[config.mk]
export PLATFORM = sky130hd
export DESIGN_NAME = ccr_ctrl_port
export DESIGN_NICKNAME = d
export VERILOG_FILES = /design/src/rtl/ccr_pkg.sv /design/src/rtl/ccr_sync.sv /design/src/rtl/ccr_spi_rx.sv /design/src/rtl/ccr_twi_rx.sv /design/src/rtl/ccr_regbank.sv /design/src/rtl/ccr_ctrl_port.sv
export SDC_FILE = /design/constraint.sdc
export NUM_CORES = 1
export LEC_CHECK = 0
export CAP_MARGIN = 20
export CORE_AREA = 2 2 161 203
export DETAILED_ROUTE_END_ITERATION = 10
export DIE_AREA = 0 0 163 205
export PLACE_DENSITY = 0.5
export SYNTH_ARGS = -nofsm -noshare
export SYNTH_HDL_FRONTEND = slang
export SYNTH_HIERARCHICAL = 1
export SYNTH_SLANG_ARGS = --single-unit
export TNS_END_PERCENT = 30
[constraint.sdc]
create_clock -name clk -period 4 [get_ports clk]
set_input_delay 0.6 -clock clk [delete_from_list [all_inputs] [get_ports clk]]
set_output_delay 0.6 -clock clk [all_outputs]
set_load 0.02 [all_outputs]
[src/rtl/ccr_pkg.sv]
package ccr_pkg;

    localparam int ADDR_W     = 7;
    localparam int DATA_W     = 9;
    localparam int WORD_W     = ADDR_W + DATA_W;
    localparam int NREG       = 10;
    localparam int FLAT_W     = NREG * DATA_W;
    localparam int LINK_PAIRS = 2;
    localparam int BYTE_W     = 8;
    localparam int BCNT_W     = $clog2(BYTE_W + 1);
    localparam int SCNT_W     = 5;
    localparam logic [ADDR_W-1:0] SOFT_RST_ADDR = 7'd15;
    localparam int HP_MUTE_LIMIT = 48;

    typedef struct packed {
        logic [ADDR_W-1:0] addr;
        logic [DATA_W-1:0] data;
    } ctrl_word_t;

    typedef enum logic [2:0] {
        TW_IDLE, TW_ADDR, TW_ACKA, TW_BYTE1,
        TW_ACK1, TW_BYTE2, TW_ACK2, TW_SKIP
    } twi_state_t;

    function automatic logic [DATA_W-1:0] reg_default(input int idx);
        case (idx)
            0, 1:    return 9'h097;
            2, 3:    return 9'h079;
            4:       return 9'h008;
            7:       return 9'h002;
            default: return '0;
        endcase
    endfunction

    function automatic logic [FLAT_W-1:0] default_flat();
        logic [FLAT_W-1:0] f;
        for (int i = 0; i < NREG; i++) f[i*DATA_W +: DATA_W] = reg_default(i);
        return f;
    endfunction

    function automatic logic addr_hit(input logic [ADDR_W-1:0] a);
        return int'(a) < NREG;
    endfunction

    function automatic logic addr_linked(input logic [ADDR_W-1:0] a);
        return int'(a) < 2 * LINK_PAIRS;
    endfunction

endpackage

[src/rtl/ccr_sync.sv]
module ccr_sync #(
    parameter logic RST_VAL = 1'b0
) (
    input  logic clk,
    input  logic rst,
    input  logic d,
    output logic q
);
    logic meta;

    always_ff @(posedge clk) begin
        if (rst) begin
            meta <= RST_VAL;
            q    <= RST_VAL;
        end else begin
            meta <= d;
            q    <= meta;
        end
    end
endmodule

[src/rtl/ccr_spi_rx.sv]
module ccr_spi_rx
    import ccr_pkg::*;
(
    input  logic       clk,
    input  logic       rst,
    input  logic       en,
    input  logic       cs_n,
    input  logic       sclk,
    input  logic       sdi,
    output logic       word_valid,
    output ctrl_word_t word
);
    logic              cs_p, sclk_p;
    logic [WORD_W-1:0] shreg;
    logic [SCNT_W-1:0] cnt;

    wire cs_rise  = cs_n & ~cs_p;
    wire cs_fall  = ~cs_n & cs_p;
    wire clk_rise = sclk & ~sclk_p;

    always_ff @(posedge clk) begin
        if (rst) begin
            cs_p       <= 1'b1;
            sclk_p     <= 1'b1;
            shreg      <= '0;
            cnt        <= '0;
            word_valid <= 1'b0;
            word       <= '0;
        end else begin
            cs_p       <= cs_n;
            sclk_p     <= sclk;
            word_valid <= 1'b0;
            if (!en) begin
                cnt <= '0;
            end else if (cs_fall) begin
                cnt <= '0;
            end else if (cs_rise) begin
                if (cnt == SCNT_W'(WORD_W)) begin
                    word_valid <= 1'b1;
                    word       <= ctrl_word_t'(shreg);
                end
            end else if (!cs_n && clk_rise) begin
                shreg <= {shreg[WORD_W-2:0], sdi};
                if (cnt != '1) cnt <= cnt + 1'b1;
            end
        end
    end


    spi_commit_edge_chk: assert property (@(posedge clk) disable iff (rst)
        word_valid |-> ($past(cs_n) && !$past(cs_n, 2)));

endmodule

[src/rtl/ccr_twi_rx.sv]
module ccr_twi_rx
    import ccr_pkg::*;
#(
    parameter logic [ADDR_W-2:0] DEV_ADDR_HI = 6'b001101
) (
    input  logic       clk,
    input  logic       rst,
    input  logic       en,
    input  logic       addr_lsb,
    input  logic       scl,
    input  logic       sda,
    output logic       dat_oe,
    output logic       word_valid,
    output ctrl_word_t word
);
    twi_state_t        st;
    logic              scl_p, sda_p;
    logic [BYTE_W-1:0] shreg, byte1;
    logic [BCNT_W-1:0] bcnt;

    wire scl_rise = scl & ~scl_p;
    wire scl_fall = ~scl & scl_p;
    wire start_c  = scl & scl_p & sda_p & ~sda;
    wire stop_c   = scl & scl_p & ~sda_p & sda;
    wire byte_done = (bcnt == BCNT_W'(BYTE_W));
    wire [BYTE_W-1:0] my_wr_addr = {DEV_ADDR_HI, addr_lsb, 1'b0};

    always_ff @(posedge clk) begin
        if (rst) begin
            st         <= TW_IDLE;
            scl_p      <= 1'b1;
            sda_p      <= 1'b1;
            shreg      <= '0;
            byte1      <= '0;
            bcnt       <= '0;
            dat_oe     <= 1'b0;
            word_valid <= 1'b0;
            word       <= '0;
        end else begin
            scl_p      <= scl;
            sda_p      <= sda;
            word_valid <= 1'b0;
            if (!en) begin
                st     <= TW_IDLE;
                dat_oe <= 1'b0;
            end else if (start_c) begin
                st     <= TW_ADDR;
                bcnt   <= '0;
                dat_oe <= 1'b0;
            end else if (stop_c) begin
                st     <= TW_IDLE;
                dat_oe <= 1'b0;
            end else if (scl_rise && !byte_done &&
                         (st == TW_ADDR || st == TW_BYTE1 || st == TW_BYTE2)) begin
                shreg <= {shreg[BYTE_W-2:0], sda};
                bcnt  <= bcnt + 1'b1;
            end else if (scl_fall) begin
                case (st)
                    TW_ADDR: if (byte_done) begin
                        if (shreg == my_wr_addr) begin
                            st     <= TW_ACKA;
                            dat_oe <= 1'b1;
                        end else begin
                            st <= TW_SKIP;
                        end
                    end
                    TW_BYTE1: if (byte_done) begin
                        byte1  <= shreg;
                        st     <= TW_ACK1;
                        dat_oe <= 1'b1;
                    end
                    TW_BYTE2: if (byte_done) begin
                        st     <= TW_ACK2;
                        dat_oe <= 1'b1;
                    end
                    TW_ACKA: begin
                        st <= TW_BYTE1; bcnt <= '0; dat_oe <= 1'b0;
                    end
                    TW_ACK1: begin
                        st <= TW_BYTE2; bcnt <= '0; dat_oe <= 1'b0;
                    end
                    TW_ACK2: begin
                        st         <= TW_SKIP;
                        dat_oe     <= 1'b0;
                        word_valid <= 1'b1;
                        word       <= ctrl_word_t'({byte1, shreg});
                    end
                    default: ;
                endcase
            end
        end
    end


    twi_ack_release_chk: assert property (@(posedge clk) disable iff (rst)
        word_valid |-> !dat_oe && $past(dat_oe));

endmodule

[src/rtl/ccr_regbank.sv]
module ccr_regbank
    import ccr_pkg::*;
(
    input  logic              clk,
    input  logic              rst,
    input  logic              wr_valid,
    input  ctrl_word_t        wr_word,
    output logic [FLAT_W-1:0] flat
);
    logic [DATA_W-1:0] regs_q [NREG];

    wire soft_rst = wr_valid && (wr_word.addr == SOFT_RST_ADDR);
    wire link     = wr_word.data[DATA_W-1] && addr_linked(wr_word.addr);

    for (genvar i = 0; i < NREG; i++) begin : g_reg
        localparam logic [ADDR_W-1:0] MY_ADDR   = ADDR_W'(i);
        localparam logic [ADDR_W-1:0] PART_ADDR = ADDR_W'(i ^ 1);
        localparam logic              IN_PAIR   = (i < 2 * LINK_PAIRS);

        always_ff @(posedge clk) begin
            if (rst || soft_rst) begin
                regs_q[i] <= reg_default(i);
            end else if (wr_valid) begin
                if (wr_word.addr == MY_ADDR)
                    regs_q[i] <= wr_word.data;
                else if (IN_PAIR && link && wr_word.addr == PART_ADDR)
                    regs_q[i] <= wr_word.data;
            end
        end

        assign flat[i*DATA_W +: DATA_W] = regs_q[i];
    end


    reset_default_chk: assert property (@(posedge clk) disable iff (rst)
        $fell(rst) |-> flat == default_flat());


    soft_reset_chk: assert property (@(posedge clk) disable iff (rst)
        soft_rst |=> flat == default_flat());


    unimpl_ignore_chk: assert property (@(posedge clk) disable iff (rst)
        (wr_valid && !addr_hit(wr_word.addr) && !soft_rst) |=> $stable(flat));

    for (genvar p = 0; p < LINK_PAIRS; p++) begin : g_link_chk

        link_pair_chk: assert property (@(posedge clk) disable iff (rst)
            (wr_valid && link && wr_word.addr[ADDR_W-1:1] == (ADDR_W-1)'(p))
            |=> regs_q[2*p] == regs_q[2*p+1]);
    end

endmodule

[src/rtl/ccr_ctrl_port.sv]
module ccr_ctrl_port
    import ccr_pkg::*;
#(
    parameter logic [ADDR_W-2:0] DEV_ADDR_HI = 6'b001101
) (
    input  logic              clk,
    input  logic              rst,
    input  logic              twi_mode,
    input  logic              csel,
    input  logic              ser_clk,
    input  logic              ser_dat,
    output logic              dat_oe,
    output logic [FLAT_W-1:0] cfg_regs,
    output logic              hp_mute_l,
    output logic              hp_mute_r,
    output logic              codec_active
);
    localparam int          NSYNC    = 4;
    localparam logic [NSYNC-1:0] SYNC_RST = 4'b1110;

    logic [NSYNC-1:0] raw, syn;
    assign raw = {ser_dat, ser_clk, csel, twi_mode};

    for (genvar k = 0; k < NSYNC; k++) begin : g_sync
        ccr_sync #(.RST_VAL(SYNC_RST[k])) u_sync (
            .clk(clk), .rst(rst), .d(raw[k]), .q(syn[k])
        );
    end

    wire mode_s = syn[0];
    wire csel_s = syn[1];
    wire clk_s  = syn[2];
    wire dat_s  = syn[3];

    logic       spi_v, twi_v;
    ctrl_word_t spi_w, twi_w, wr_w;

    ccr_spi_rx u_spi (
        .clk(clk), .rst(rst), .en(!mode_s), .cs_n(csel_s),
        .sclk(clk_s), .sdi(dat_s), .word_valid(spi_v), .word(spi_w)
    );

    ccr_twi_rx #(.DEV_ADDR_HI(DEV_ADDR_HI)) u_twi (
        .clk(clk), .rst(rst), .en(mode_s), .addr_lsb(csel_s),
        .scl(clk_s), .sda(dat_s), .dat_oe(dat_oe),
        .word_valid(twi_v), .word(twi_w)
    );

    assign wr_w = twi_v ? twi_w : spi_w;

    ccr_regbank u_bank (
        .clk(clk), .rst(rst), .wr_valid(spi_v | twi_v),
        .wr_word(wr_w), .flat(cfg_regs)
    );

    assign hp_mute_l    = int'(cfg_regs[2*DATA_W +: 7]) < HP_MUTE_LIMIT;
    assign hp_mute_r    = int'(cfg_regs[3*DATA_W +: 7]) < HP_MUTE_LIMIT;
    assign codec_active = cfg_regs[9*DATA_W];


    mode_oe_chk: assert property (@(posedge clk) disable iff (rst)
        dat_oe |-> $past(mode_s));


    one_source_chk: assert property (@(posedge clk) disable iff (rst)
        !(spi_v && twi_v));

endmodule

==> results of run 1 <==
## worst max-delay path: cells and delay by family, from the launching register on
kind	cells	cell delay [ps]
buf+inv	1	210
flops	1	530
compound gates	1	330
mux	1	400
simple gates	2	1140
## flip-flops by register name, summed over array words and instances, names as in the netlist, 5 cells and up
signal         flops
u_bank/regs_q     90
u_spi/shreg       16
u_twi/shreg        8
u_twi/byte1        8
u_spi/cnt          5
u_twi/word        16
u_spi/word        16
## worst max path at each step
stage                          start                   to  slack [ps]
finish              u_twi/word_valid  u_bank/regs_q[3][3]        1110
global route        u_twi/word_valid  u_bank/regs_q[3][1]         830
CTS                 u_twi/word_valid  u_bank/regs_q[3][3]        1100
detailed placement  u_twi/word_valid  u_bank/regs_q[3][3]        1070
global placement    u_twi/word_valid  u_bank/regs_q[3][7]        1180
floorplan           u_twi/word_valid  u_bank/regs_q[1][0]         840
## routing by layer
metal	vias to the layer above	track usage, %
li1	2489	-
met1	2373	14.0
met2	129	18.7
met3	20	2.33
met4	0	3.73
met5	-	0
## cell families (layout without fill, tap and decap cells)
| family | Yosys count | count (layout) | synth area share, % |
|---|---|---|---|
| buf+inv | 53 | 158 | 3.91 |
| flops | 181 | 181 | 58.1 |
| mux | 74 | 74 | 10.2 |
| compound gates | 64 | 64 | 5.50 |
| xor+xnor | 6 | 6 | 0.675 |
| simple gates | 255 | 255 | 20.4 |
| fa+ha+maj | 7 | 7 | 1.13 |
## cell usage in the layout (no fill, tap or decap), types with 8 or more instances in the layout
master and n:
and3_1 13, edfxtp_1 90, nand2b_1 42, buf_4 12
or3_1 16, clkbuf_16 17, nand3_1 22, inv_1 11
nor3_1 27, o21ai_0 14, nand2_1 20, mux2_2 8
a21oi_1 15, clkdlybuf4s50_1 98, dfxtp_1 91, mux2i_1 57
mux2_4 9, and2_1 31, nor2_1 32
## area by class of cell
cell class / count / share of cell area [%]
timing repair buffer: 111 / 11.1
inverter: 15 / 0.580
multi-input combinational: 406 / 30.7
clock inverter: 14 / 1.39
clock buffer: 18 / 4.42
tap: 412 / 5.31
sequential: 181 / 46.6
## Yosys cell counts (2+ instances only)
| cell | n | share of area, % |
|---|---|---|
| inv_1 | 11 | 0.53 |
| xnor2_1 | 4 | 0.45 |
| or2_1 | 7 | 0.56 |
| buf_12 | 2 | 0.51 |
| clkbuf_1 | 21 | 1.0 |
| buf_6 | 5 | 0.72 |
| o21ai_1 | 5 | 0.32 |
| nand2b_1 | 42 | 3.4 |
| a31o_2 | 2 | 0.23 |
| mux2i_1 | 57 | 7.3 |
| o31a_1 | 3 | 0.34 |
| nand2_1 | 20 | 0.96 |
| a21boi_1 | 3 | 0.29 |
| nor3_1 | 27 | 1.7 |
| nor3b_2 | 7 | 1.1 |
| dfxtp_1 | 91 | 23 |
| mux2_2 | 8 | 1.2 |
| or3_1 | 16 | 1.3 |
| a311oi_1 | 2 | 0.23 |
| mux2_4 | 9 | 1.7 |
| a21oi_1 | 15 | 0.96 |
| or2_2 | 5 | 0.40 |
| nor4b_2 | 2 | 0.39 |
| o21ai_0 | 14 | 0.90 |
| and2_1 | 31 | 2.5 |
| clkinv_1 | 4 | 0.19 |
| nor2b_1 | 4 | 0.32 |
| a22o_1 | 2 | 0.23 |
| a31oi_1 | 4 | 0.32 |
| and3_1 | 13 | 1.0 |
| buf_4 | 5 | 0.48 |
| o41ai_1 | 3 | 0.34 |
| nand3_1 | 22 | 1.4 |
| nor4_1 | 3 | 0.24 |
| buf_2 | 4 | 0.26 |
| nand4b_1 | 4 | 0.45 |
| nor2_1 | 32 | 1.5 |
| ha_1 | 7 | 1.1 |
| edfxtp_1 | 90 | 35 |
| nand4_1 | 2 | 0.16 |
| xor2_1 | 2 | 0.23 |
## through the flow
stage	total power, mW	instances	instance area (um2)	hold slack [ps]
floorplan	2.14	640	7780	385
global placement	2.25	1125	9150	390
detailed placement	2.25	1125	9150	394
CTS	3.86	1157	9710	411
global route	3.95	1157	9710	431
finish	3.81	1157	9710	406
## power by group through the flow
| stage | sequential, mW | combinational (mW) | clock [mW] |
|---|---|---|---|
| 3_3_place_gp | 2.05 | 0.205 | 0 |
| 3_5_place_dp | 2.05 | 0.207 | 0 |
| 4_1_cts | 2.00 | 0.207 | 1.65 |
| 6_report | 2.00 | 0.203 | 1.61 |
| 2_1_floorplan | 2.09 | 0.0538 | 0 |
| 5_1_grt | 2.01 | 0.217 | 1.73 |
==> impl_metrics.env, run 1 <==
export IMPL_timing_setup_tns_ps=0
export IMPL_grt_pass1_vias=4952
export IMPL_min_path_cells=1
export IMPL_grt_usage_pct=11.1
export IMPL_antenna_found_initial=0
export IMPL_h_tree_depth=4
export IMPL_r2r_start="u_twi/word_valid"
export IMPL_layout_drive_gt1_share_pct=12.3
export IMPL_path_max_fanout=26
export IMPL_r2r_slack_ps=1110
export IMPL_fin_nets=745
export IMPL_drc=0
export IMPL_rr_endpoint="u_bank/regs_q[3][3]"
export IMPL_die_height_um=205
export IMPL_critPathKind="register to register"
export IMPL_met1_length_um=8160
export IMPL_cts_tree="yes"
export IMPL_clockBufferDepth=2
export IMPL_critPathLaunchType="register"
export IMPL_cts_resized=0
export IMPL_fillers=3210
export IMPL_pwr_share_clk_pct=42.1
export IMPL_cp_arrival_ps=3040
export IMPL_worstPathRequired_ps=4140
export IMPL_min_to="g_sync[2].u_sync/q"
export IMPL_clock_sinks=181
export IMPL_die_area_um2=33400
export IMPL_syn_num_nets=653
export IMPL_p_comb_share_pct=5.3
export IMPL_hpwl_um=12700
export IMPL_slew_headroom_pct=43.8
export IMPL_swShare_pct=23.9
export IMPL_grt_pass1_wl_um=28500
export IMPL_pin_count=100
export IMPL_crit_path_cell_trace="mux2_2 > nor4b_2 > nand2_1 > o21ai_0 > buf_4"
export IMPL_hp_start="g_sync[2].u_sync/meta"
export IMPL_end_kind="register"
export IMPL_multi_input_area_um2=2980
export IMPL_routed_wl_um=18100
export IMPL_synth_edf_count=90
export IMPL_synth_cells=640
export IMPL_wl_per_cell_um=15.6
export IMPL_holdCritPathClass="register to register"
export IMPL_p_int_mw=2.90
export IMPL_synth_area_um2=7780
export IMPL_synthFlopType="dfxtp_1"
export IMPL_async_flop_share_pct=0
export IMPL_max_cap_viol_count=0
export IMPL_dr_pass1_iters=4
export IMPL_post_cts_setup_buffer_count=0
export IMPL_ctsHoldBuffers=0
export IMPL_viasPerCell=4.33
export IMPL_dr_total_vias=5011
export IMPL_hold_viol_final=0
export IMPL_post_place_ws_ps=1070
export IMPL_r2r_worst_path_cells=5
export IMPL_skew_ps=13.2
export IMPL_top_layer_used="met4"
export IMPL_peakVddDrop_mv=0.179
export IMPL_numCtsBuffers=17
export IMPL_cpPeakStageDelay_ps=580
export IMPL_worst_pin_slew_ps=843
export IMPL_dr_wl_met2_um=8760
export IMPL_n_antenna_cell=0
export IMPL_yosys_warnings=6
export IMPL_power_switching_mw=0.912
export IMPL_period_needed_ps=2890
export IMPL_ys_ff_latch=181
export IMPL_powerDensity_nw_per_um2=392
export IMPL_drt_iter0_markers=267
export IMPL_grt_max_degree=44
export IMPL_setup_viol=0
export IMPL_area_delta_synth_final_pct=24.8
export IMPL_final_util_pct=30.8
export IMPL_cp_slowest_cell="nand2_1"
export IMPL_status="finished clean"
export IMPL_grt_ovfl_total=0
export IMPL_drtAntennaViolNets=0
export IMPL_die_w_um=163
export IMPL_fin_ws_ps=1110
export IMPL_leakagePower_nw=3.17
export IMPL_final_seq_area_um2=4520
export IMPL_seq_area_frac_synth_pct=58.1
export IMPL_io_buffer_count=99
export IMPL_met3_length_um=857
export IMPL_clkSlewWorstSetupHoldPaths_ps=80
export IMPL_max_freq_ghz=0.346
export IMPL_drv_slew=0
export IMPL_rsz0062_at_grt="no"
export IMPL_synth_cell_types=71
export IMPL_cts_root_buf="clkbuf_16"
export IMPL_finalCritPeriodShare_pct=72.3
export IMPL_clkLatencyLatePin_ps=430
export IMPL_core_um2=31500
export IMPL_row_count=73
export IMPL_seq_power_share_pct=52.6
export IMPL_initial_core_util_pct=24.7
export IMPL_gp_congestion=0.731
export IMPL_synth_avg_cell_area_um2=12.2
Note: power is estimated with default switching activity, not from simulation.
==> inputs of run 2 (changes only) <==
clock period = 2.8 ns   (was 4 ns; I/O delays follow)
==> run 2 against run 1 <==
Global-route usage decreased by 0.21 points. Cell count rose by 1.4%. Count of clock-buffer cells in the layout fell by 1. Maximum frequency grew 9.7%. Non-clock buffer count grew 17. Via count decreased by 0.24%. Final area rose by 1.1%. Die area stayed put. Routed wire length shrank 1.1%. Flip-flop and latch count stayed put. Hold slack better by 2.1 ps. Sequential power grew 43%. Critical path type unchanged.
==> impl_metrics.env, run 2 (synthesized netlist as in run 1, its figures left out) <==
export IMPL_status="finished clean"
export IMPL_seq_power_share_pct=53.3
export IMPL_finalPower_mw=5.37
export IMPL_post_dp_cell_area_um2=9260
export IMPL_grt_pass1_vias=4935
export IMPL_p_int_mw=4.12
export IMPL_drv_slew=0
export IMPL_gp_congestion=0.741
export IMPL_fin_nets=762
export IMPL_cp_arrival_ps=2760
export IMPL_power_switching_mw=1.25
export IMPL_area_delta_synth_final_pct=26.2
export IMPL_rsz0062_at_grt="no"
export IMPL_slew_headroom_pct=54.0
export IMPL_final_util_pct=31.2
export IMPL_grt_max_degree=58
export IMPL_hold_viol_final=0
export IMPL_wl_per_cell_um=15.3
export IMPL_die_w_um=163
export IMPL_clkLatencyLatePin_ps=420
export IMPL_drc=0
export IMPL_pin_count=100
export IMPL_largest_reg_flops=90
export IMPL_r2r_worst_path_cells=6
export IMPL_critPathKind="register to register"
export IMPL_finalCritPeriodShare_pct=94.2
export IMPL_viasPerCell=4.26
export IMPL_fin_area_um2=9820
export IMPL_peakVddDrop_mv=0.290
export IMPL_path_max_fanout=20
export IMPL_clock_sinks=181
export IMPL_period_needed_ps=2640
export IMPL_antenna_found_initial=0
export IMPL_setup_viol=0
export IMPL_die_height_um=205
export IMPL_pwr_share_clk_pct=41.3
export IMPL_powerDensity_nw_per_um2=547
export IMPL_hpwl_um=12600
export IMPL_n_antenna_cell=0
export IMPL_grt_ovfl_total=0
export IMPL_leakagePower_nw=3.24
export IMPL_dr_pass1_iters=4
export IMPL_holdWs_ps=409
export IMPL_worstPathRequired_ps=2920
export IMPL_ctsHoldBuffers=0
export IMPL_numCtsBuffers=17
export IMPL_p_comb_share_pct=5.4
export IMPL_initial_core_util_pct=24.7
export IMPL_holdCritPathClass="register to register"
export IMPL_fillers=3223
export IMPL_layout_drive_gt1_share_pct=14.3
export IMPL_drt_iter0_markers=197
export IMPL_clkSlewWorstSetupHoldPaths_ps=70
export IMPL_drtAntennaViolNets=0
export IMPL_skew_ps=9.84
export IMPL_mostFrequentLayoutCell="clkdlybuf4s50_1"
export IMPL_grt_pass1_wl_um=28000
export IMPL_h_tree_depth=4
export IMPL_routed_wl_um=17900
export IMPL_row_count=73
export IMPL_dr_total_vias=4999
export IMPL_top_register="u_bank/regs_q"
export IMPL_critPathLaunchType="register"
export IMPL_max_freq_ghz=0.379
export IMPL_grt_usage_pct=10.9
export IMPL_cts_root_buf="clkbuf_16"
export IMPL_core_um2=31500
export IMPL_clockBufferDepth=2
export IMPL_cts_tree="yes"
export IMPL_die_area_um2=33400
export IMPL_final_cell_mix="98 x clkdlybuf4s50_1, 91 x dfxtp_1, 90 x edfxtp_1"
export IMPL_max_cap_viol_count=0
export IMPL_min_path_cells=1
export IMPL_swShare_pct=23.3
export IMPL_worst_pin_slew_ps=684
export IMPL_end_kind="register"
export IMPL_io_buffer_count=99
-- run 2: through the flow --
stage	cells	setup TNS, ps	worst slack, ps
2_1_floorplan	640	-6500	-361
5_1_grt	1173	0	34.2
3_3_place_gp	1140	0	150
6_report	1173	0	162
3_5_place_dp	1140	0	60.2
4_1_cts	1171	0	50.5
-- run 2: path summary, 6_finish.rpt --
path                                       startpoint                   to  slack [ps]
worst max-delay path                 u_twi/word_valid  u_bank/regs_q[2][3]         160
worst min-delay path            g_sync[2].u_sync/meta   g_sync[2].u_sync/q         410
worst max register to register       u_twi/word_valid  u_bank/regs_q[2][3]         160
worst min register to register  g_sync[2].u_sync/meta   g_sync[2].u_sync/q         410
-- run 2: what timing repair did --
action                                  CTS  global route
endpoints found under the setup margin    0             4
buffers inserted                          0             0
endpoints found under the hold margin     0             0
resized for setup                         0             1
-- run 2: per-layer routing --
metal	global-route usage, %	up-vias	share of wire [%]
li1	-	2525	-
met1	14.2	2361	47
met2	18.1	109	49
met3	2.07	4	3.8
met4	3.32	0	0.63
met5	0	-	0
-- run 2: critical path: stages (launching register included) --
cell,delay (ps)
dfxtp_1,420
mux2_2,380
nor4b_2,410
buf_4,210
nand2_1,340
o21ai_0,340
buf_4,230
-- run 2: power by group through the flow --
| stage | Sequential (mW) | Clock, mW | Combinational, mW |
|---|---|---|---|
| 2_1_floorplan | 2.99 | 0 | 0.0768 |
| 3_3_place_gp | 2.93 | 0 | 0.291 |
| 3_5_place_dp | 2.93 | 0 | 0.292 |
| 4_1_cts | 2.87 | 2.30 | 0.292 |
| 5_1_grt | 2.87 | 2.41 | 0.310 |
| 6_report | 2.86 | 2.22 | 0.290 |
-- run 2: area by class of cell --
class | count | area (um2) | share of cell area (%)
Sequential cell | 181 | 4520 | 46.1
Multi-Input combinational cell | 406 | 2980 | 30.3
Timing Repair Buffer | 128 | 1200 | 12.3
Tap cell | 412 | 515 | 5.25
Clock buffer | 17 | 425 | 4.33
Clock inverter | 14 | 118 | 1.20
Inverter | 15 | 56.3 | 0.573
